$ cat config.mk
export PLATFORM = sky130hd
export DESIGN_NAME = nibble_alu
export DESIGN_NICKNAME = d
export VERILOG_FILES = /design/src/rtl/nibble_alu_pkg.sv /design/src/rtl/rc_adder.sv /design/src/rtl/twos_negate.sv /design/src/rtl/array_mult.sv /design/src/rtl/nibble_alu.sv
export SDC_FILE = /design/constraint.sdc
export NUM_CORES = 1
export LEC_CHECK = 0
export BUFFER_PORTS_ARGS = -buffer_cell sky130_fd_sc_hd__clkbuf_2
export CAP_MARGIN = 10
export CORE_MARGIN = 10
export CORE_UTILIZATION = 57
export DETAILED_ROUTE_END_ITERATION = 6
export PLACE_DENSITY = 0.86
export SYNTH_ARGS = -nofsm -noshare
export SYNTH_HDL_FRONTEND = slang
export SYNTH_SLANG_ARGS = --single-unit
$ cat constraint.sdc
create_clock -name vclk -period 4.55
set_input_delay 0.455 -clock vclk [all_inputs]
set_output_delay 0.455 -clock vclk [all_outputs]
set_load 0.02 [all_outputs]
$ cat src/rtl/nibble_alu_pkg.sv
// Package: shared operation encoding for the nibble ALU.
// Assumes the operation code is exactly three bits wide.
package nibble_alu_pkg;
    typedef enum logic [2:0] {
        OP_ADD  = 3'b000,
        OP_SUB  = 3'b001,
        OP_SHL  = 3'b010,
        OP_NEGA = 3'b011,
        OP_NEGB = 3'b100,
        OP_ABSD = 3'b101,
        OP_MUL  = 3'b110,
        OP_MIN  = 3'b111
    } alu_op_e;
endpackage

$ cat src/rtl/rc_adder.sv
// Ripple-carry adder of W bits with carry-in.
// Gives the sum, the carry-out and the two's-complement overflow,
// taken as the XOR of the carries into and out of the top bit.
// Assumes W >= 2.
module rc_adder #(
    parameter int W = 4
) (
    input  logic [W-1:0] x,
    input  logic [W-1:0] y,
    input  logic         cin,
    output logic [W-1:0] sum,
    output logic         cout,
    output logic         ovf
);
    logic [W:0] carry;

    assign carry[0] = cin;

    // One full adder per bit position, chained through carry.
    for (genvar i = 0; i < W; i++) begin : g_bit
        assign sum[i]     = x[i] ^ y[i] ^ carry[i];
        assign carry[i+1] = (x[i] & y[i]) | (carry[i] & (x[i] ^ y[i]));
    end

    assign cout = carry[W];
    assign ovf  = carry[W] ^ carry[W-1];
endmodule

$ cat src/rtl/twos_negate.sv
// Two's-complement negation of a W-bit value (~v + 1).
// Uses a ripple incrementer with no flags. Assumes W >= 1.
module twos_negate #(
    parameter int W = 4
) (
    input  logic [W-1:0] v,
    output logic [W-1:0] neg
);
    logic [W:0]   inc_c;
    logic [W-1:0] inv;

    assign inv      = ~v;
    assign inc_c[0] = 1'b1;

    // Half-adder chain adds the constant one to the inverted value.
    for (genvar i = 0; i < W; i++) begin : g_inc
        assign neg[i]     = inv[i] ^ inc_c[i];
        assign inc_c[i+1] = inv[i] & inc_c[i];
    end
endmodule

$ cat src/rtl/array_mult.sv
// Unsigned W x W multiplier with a 2W-bit product.
// Forms one shifted partial product per bit of b and sums them
// through an accumulate chain. Assumes unsigned operands.
module array_mult #(
    parameter int W = 4
) (
    input  logic [W-1:0]   a,
    input  logic [W-1:0]   b,
    output logic [2*W-1:0] prod
);
    localparam int PW = 2 * W;

    logic [PW-1:0] acc [0:W];

    assign acc[0] = '0;

    // Each row adds a shifted copy of a, gated by one bit of b.
    for (genvar i = 0; i < W; i++) begin : g_row
        logic [PW-1:0] row;
        assign row      = b[i] ? (PW'(a) << i) : '0;
        assign acc[i+1] = acc[i] + row;
    end

    assign prod = acc[W];
endmodule

$ cat src/rtl/nibble_alu.sv
// Eight-function combinational ALU (top).
// One shared adder serves sum, difference, both negations, the sign
// test for absolute difference and the comparison for minimum.
// The product has its own array. Flags are enabled only for sum,
// difference and absolute difference. Holds no state.
module nibble_alu
    import nibble_alu_pkg::*;
#(
    parameter int W = 4
) (
    input  logic [W-1:0]   opd_a,
    input  logic [W-1:0]   opd_b,
    input  logic [2:0]     op_sel,
    output logic [2*W-1:0] result,
    output logic           carry_out,
    output logic           ovf_out
);
    localparam int RW = 2 * W;

    alu_op_e      op;
    logic         neg_a, neg_b, invert;
    logic [W-1:0] x_op, y_raw, y_op;
    logic [W-1:0] main_sum;
    logic         main_c, main_v;
    logic [W-1:0] neg_diff, abs_val, min_val, shl_val;
    logic [RW-1:0] prod;
    logic         flag_en;

    assign op = alu_op_e'(op_sel);

    // Operand steering for the shared adder.
    always_comb begin
        neg_a  = (op == OP_NEGA);
        neg_b  = (op == OP_NEGB);
        invert = (op != OP_ADD);
        x_op   = (neg_a | neg_b) ? '0 : opd_a;
        y_raw  = neg_a ? opd_a : opd_b;
        y_op   = invert ? ~y_raw : y_raw;
    end

    rc_adder #(.W(W)) u_main_add (
        .x    (x_op),
        .y    (y_op),
        .cin  (invert),
        .sum  (main_sum),
        .cout (main_c),
        .ovf  (main_v)
    );

    // Negated difference, used when A < B under absolute difference.
    twos_negate #(.W(W)) u_diff_neg (
        .v   (main_sum),
        .neg (neg_diff)
    );

    array_mult #(.W(W)) u_mult (
        .a    (opd_a),
        .b    (opd_b),
        .prod (prod)
    );

    // Magnitude, minimum and shift derive from the adder's borrow.
    always_comb begin
        abs_val = main_c ? main_sum : neg_diff;
        min_val = main_c ? opd_b : opd_a;
        shl_val = {opd_b[W-2:0], 1'b0};
    end

    // Result selection by operation code.
    always_comb begin
        result = '0;
        unique case (op)
            OP_ADD, OP_SUB, OP_NEGA, OP_NEGB: result[W-1:0] = main_sum;
            OP_SHL:  result[W-1:0] = shl_val;
            OP_ABSD: result[W-1:0] = abs_val;
            OP_MUL:  result        = prod;
            OP_MIN:  result[W-1:0] = min_val;
            default: result        = '0;
        endcase
    end

    // Flags are masked outside the three arithmetic codes.
    always_comb begin
        flag_en   = (op == OP_ADD) || (op == OP_SUB) || (op == OP_ABSD);
        carry_out = flag_en & main_c;
        ovf_out   = flag_en & main_v;
    end
endmodule

Yosys cells after proc, flatten, opt, wreduce, memory -nomap -nowiden
Index checks and enable logic that the tools add are counted.

word-level totals
  output and inout port bits = 10
  logic and storage cells = 58
  input bits = 11
  register bits after elaboration = 0

operators by class
  $add $sub $neg = 3
  reductions and logical operators = 5
  muxes and demuxes = 11
  equality and inequality tests = 7
  bitwise gates (word level) = 32

operator list
  cell                  count
  $mux W4               7
  $pmux W4 S5           1
  $and A1 B1 Y1         12
  $eq A3 B3 Y1 const B  4
  $xor A1 B1 Y1         12
  $add A8 B6 Y8         1
  $add A8 B7 Y8         1
  $add A8 B8 Y8         1
  $not A4 Y4            2
  $mux W7               1
  $eq A3 B2 Y1 const B  2
  $mux W6               1
  $mux W5               1
  $or A1 B1 Y1          5
  $reduce_or A4 Y1      1
  $eq A3 B1 Y1 const B  1
  $logic_not A3 Y1      1
  $reduce_bool A3 Y1    1
  $logic_or A1 B1 Y1    2
  $not A1 Y1            1

Depth between registers and ports, before layout
  depth after elaboration = 18
  depth in mapped cells = 14
  depth with buffers taken out = 12

Hierarchy
From an unflattened synthesis, not the netlist that was laid out.

unflattened totals
  cell total of the unflattened synthesis = 121
  area, all modules = 982.2 um^2

by module, submodules not included
  module       seq. area each (um^2)  times used  cells an instance  area an instance (um^2)
  nibble_alu   0.0                    1           57                 417.9
  array_mult   0.0                    1           42                 385.4
  rc_adder     0.0                    1           15                 126.4
  twos_negate  0.0                    1           7                  52.6

Least setup slack after synthesis
No wires, ideal clock.

  path kind = input -> output
  start = input opd_a[0]
  end = output result[7]
  path buffers = 1
  slack = 921 ps
  cell stages on the path = 11
  required time = 4095 ps
  data arrival time = 3174 ps
  cell sequence = clkbuf_1 > nand2_1 > fa_1 > inv_1 > fa_1 > ha_1 > fa_1 > a21o_1 > a21oi_1 > xor2_1 > nor2_1

on the way
  word-level cells in the longest chain between the ends = 5
  elaborated cells on any way between the ends = 8
  those cells by class = 3 x add/sub; 5 x mux

RTL lines
  what                                       line              source
  from (decl)                                nibble_alu.sv:11  input logic [W-1:0] opd_a,
  $mux W4 / $mux W5 (equally long branches)  array_mult.sv:20  assign row = b[i] ? (PW'(a) << i) : '0;
  $add A8 B8 Y8                              array_mult.sv:21  assign acc[i+1] = acc[i] + row;
  $add A8 B6 Y8                              array_mult.sv:21
  $add A8 B7 Y8 *                            array_mult.sv:21
  $mux W4 *                                  nibble_alu.sv:72  unique case (op)
  to (decl)                                  nibble_alu.sv:14  output logic [2*W-1:0] result,

Every way passes the cells marked *; elsewhere a longest branch is shown, timed or not.

Worst setup path after layout
  start = input op_sel[0]
  end = output result[3]

on the way
  word-level cells in the longest chain between the ends = 16
  elaborated cells on any way between the ends = 42
  those cells by class = 7 x eq/ne; 6 x mux; 26 x bitwise; 3 x reduce/logical

RTL lines
  what           line                                source
  from (decl)    nibble_alu.sv:13                    input logic [2:0] op_sel,
  $eq A3 B2 Y1   nibble_alu.sv:33, nibble_alu.sv:72
  $mux W4        nibble_alu.sv:37                    y_raw = neg_a ? opd_a : opd_b;
  $not A4 Y4     nibble_alu.sv:38                    y_op = invert ? ~y_raw : y_raw;
  $mux W4        nibble_alu.sv:38
  $xor A1 B1 Y1  rc_adder.sv:21, rc_adder.sv:22
  $and A1 B1 Y1  rc_adder.sv:22                      assign carry[i+1] = (x[i] & y[i]) | (carry[i] & (x[i] ^ y[i]));
  $or A1 B1 Y1   rc_adder.sv:22
  $and A1 B1 Y1  rc_adder.sv:22
  $or A1 B1 Y1   rc_adder.sv:22
  $and A1 B1 Y1  rc_adder.sv:22
  $or A1 B1 Y1   rc_adder.sv:22
  $xor A1 B1 Y1  rc_adder.sv:21                      assign sum[i] = x[i] ^ y[i] ^ carry[i];
  $not A4 Y4     twos_negate.sv:12                   assign inv = ~v;
  $xor A1 B1 Y1  twos_negate.sv:17                   assign neg[i] = inv[i] ^ inc_c[i];
  $mux W4        nibble_alu.sv:64                    abs_val = main_c ? main_sum : neg_diff;
  $pmux W4 S5 *  nibble_alu.sv:72

Marks and branches as above.

==> summary.md <==
| Metric | Value |
|---|---|
| Hold Path Origin | `opd_b[0]` |
| Post-Syn Instances | `142` |
| Detail Route Antenna Nets | `0` |
| Ys Warns | `0` |
| Multi-input combinational cell area | `~940 um^2` |
| Remaining Overflow, GRT | `0` |
| Pins Over Slew Limit | `0` |
| Max_cap viols | `0` |
| Number of clock buffers in the layout | `0` |
| Hpwl dp | `2124 um` |
| Layout cells sized above 1 | `17.65%` |
| WS Path Type | `in -> out` |
| Area grow syn2layout | `8.053%` |
| Part of the Yosys area used for sequential elements | `0%` |
| Crit. End Element | `output pin` |
| LEAKAGE | `about 0.60 nW` |
| Synth area leaders | `fa_1 (15%), ha_1 (14%), nand2_1 (5.4%)` |
| Status | `completed` |
| Top cell type's share of synthesized area | `15.38%` |
| Final #Nets | `186` |
| Seq Cell Count | `0` |
| Filler instances | `167` |
| Hold Vio Cnt, Final | `0` |
| PortBufs | `21` |
| CP Max Fanout | `23` |
| Initial DRC count | `48` |
| Row count | `15` |
| Max Freq | `235.0 MHz` |
| Final Power | `175.0 uW` |
| Worst Hold Path Cells | `3` |
| Placer Congestion | `0.8601` |
| Vias in the first global route | `approximately 1000` |
| Most common cell in the netlist | `nand2_1` |
| Final Cell Area | `0.001125 mm^2` |
| Mean Syn Cell Area | `7.331 um^2` |
| Antenna cell count | `0` |
| Adder-Cell Fraction of Synth Area | `29.81%` |
| DR vias/cell | `around 5.9` |
| Post-Syn Nets | `173` |
| # setup viols final | `0` |
| Mux contribution to synthesized area | `7.212%` |
| Tot GR Track Use | `12.80%` |
| Starting Density | `between 60 and 70%` |
| Net Sw Frac | `57.18%` |
| Main combinational cell family by area after synthesis | `adder cells` |
| Worst vdd ir | `0.06670 mV` |
| Net Sw Power | `100.1 uW` |
| Vias | `about 1100` |
| Met2 Use GR | `22.44%` |
| Final min period | `4.255 ns` |
| Power density over cell area | `155.6 mW/mm^2` |
| Simple logic cell fraction of the synthesized area | `27.40%` |
| Clock group share of total power | `0%` |
| Slew headroom | `66.62%` |
| Core Util, Final | `65.14%` |
| DR pass1 iterations | `4` |
| Register area | `0 um^2` |
| Comb pwr share | `between 90% and 100%` |
| Largest area contributor in the netlist | `fa_1` |
| WL per Instance | `about 14 um` |
| Final wirelength | `about 2500 um` |
| Mapped cell area | `around 0.0010 mm^2` |
| Largest net degree at the start of global routing | `25` |
| Busiest grt layer | `met2` |
| Synth cell count leaders | `nand2_1 (15), ha_1 (12), a21oi_1 (11), inv_1 (11)` |
| Required time worst endpoint | `~4 ns` |
| Placed Instance Area | `0.001125 mm^2` |
| # DRC | `0` |
| Sequential share of power | `0%` |
| Compound-cell area share of the yosys netlist | `21.63%` |
| CTS Hold Bufs | `0` |
| Post-Synth XOR/XNOR Area | `4.207%` |
| Die area | `0.003936 mm^2` |
| Worst-Margin Slew | `0.4993 ns` |
| Global-route wire length before repair | `~4500 um` |
| Hold path endpoint | `result[0]` |
| RSZ-0062 raised after global routing | `no` |
| M3 GR Usage | `0.7168%` |
| Boundary Pins | `21` |
| Element type at the critical path start | `primary input` |
| Setup Fix Bufs, Post-CTS | `0` |
| GR Util met1 | `17.19%` |
| Library cells used by synthesis | `35` |
| Setup_tns | `0 ns` |
| CTS resizes | `0` |
| Final period util | `just over 90%` |
| P_int | `74.94 uW` |
| CORE AREA | `0.001727 mm^2` |
| Hold Path Class | `in -> out` |
| Critical Path AT | `3.80 ns` |
| Die Ht | `62.74 um` |
| Die Wd | `62.74 um` |
| Antenna violations before repair | `0` |
==> metal layers <==
metal / part of all wire [%] / vias to the layer above
li1: - / 517
met4: 0.51 / 0
met2: 51 / 36
met5: 0 / -
met3: 5.1 / 2
met1: 43 / 496
==> worst max path at each step <==
stage	startpoint	to	slack (ns)	depth (start not counted)
finish	op_sel[0]	result[3]	0.30	13
global route	op_sel[0]	result[3]	0.08	13
CTS	op_sel[0]	result[3]	0.31	13
detailed placement	op_sel[0]	result[3]	0.31	13
global placement	op_sel[0]	result[2]	0.50	13
floorplan	opd_a[0]	result[7]	0.92	11
==> final cells by class <==
class / instances / area share (%)
Multi-Input combinational cell: 120 / 83.54
Timing Repair Buffer: 22 / 10.01
Inverter: 11 / 3.671
Tap cell: 25 / 2.781
==> cells in the final DEF (no fill, tap or decap), drive strengths merged, types with 2 or more instances in the layout <==
master	count
clkbuf	21
nand2	15
ha	12
inv	11
a21oi	11
nor2	8
fa	8
and2	7
nor2b	6
o21ai	6
nor3	5
a21o	5
a31oi	4
nand2b	3
nand3b	3
a211oi	3
mux2i	3
mux2	3
a222oi	3
xnor2	3
and3	2
xor2	2
and3b	2
==> stage by stage <==
step / hold slack [ns] / worst slack (ns) / instances
finish: 1.450 / 0.2952 / 178
global route: 1.492 / 0.07732 / 178
CTS: 1.456 / 0.3097 / 178
detailed placement: 1.446 / 0.3063 / 178
global placement: 1.440 / 0.5034 / 178
floorplan: 1.226 / 0.9215 / 142
==> power groups by stage <==
stage / combinational [mW] / clock, mW / sequential [mW]
floorplan: 0.135 / 0 / 0
global placement: 0.165 / 0 / 0
detailed placement: 0.175 / 0 / 0
CTS: 0.176 / 0 / 0
global route: 0.198 / 0 / 0
finish: 0.175 / 0 / 0
==> cells by family (layout without fill, tap and decap cells) <==
kind of cell | Yosys count | in the layout
AND/OR/NAND/NOR | 54 | 54
AO/OA/AOI/OAI | 35 | 35
buffers and inverters | 22 | 33
adder cells (fa/ha/maj) | 20 | 20
multiplexers | 6 | 6
XOR/XNOR | 5 | 5
==> worst max-delay path, cell delays in order <==
cell and delay, ns:
clkbuf_2 0.32, nand2b_1 0.24, nor2_1 0.09, a21oi_1 0.21, nand2_1 0.11, fa_1 0.46
fa_1 0.42, inv_1 0.09, fa_1 0.49, mux2_4 0.34, a222oi_1 0.33, a21oi_1 0.07
clkbuf_2 0.16
No activity file was read; power rests on OpenSTA's default activity.
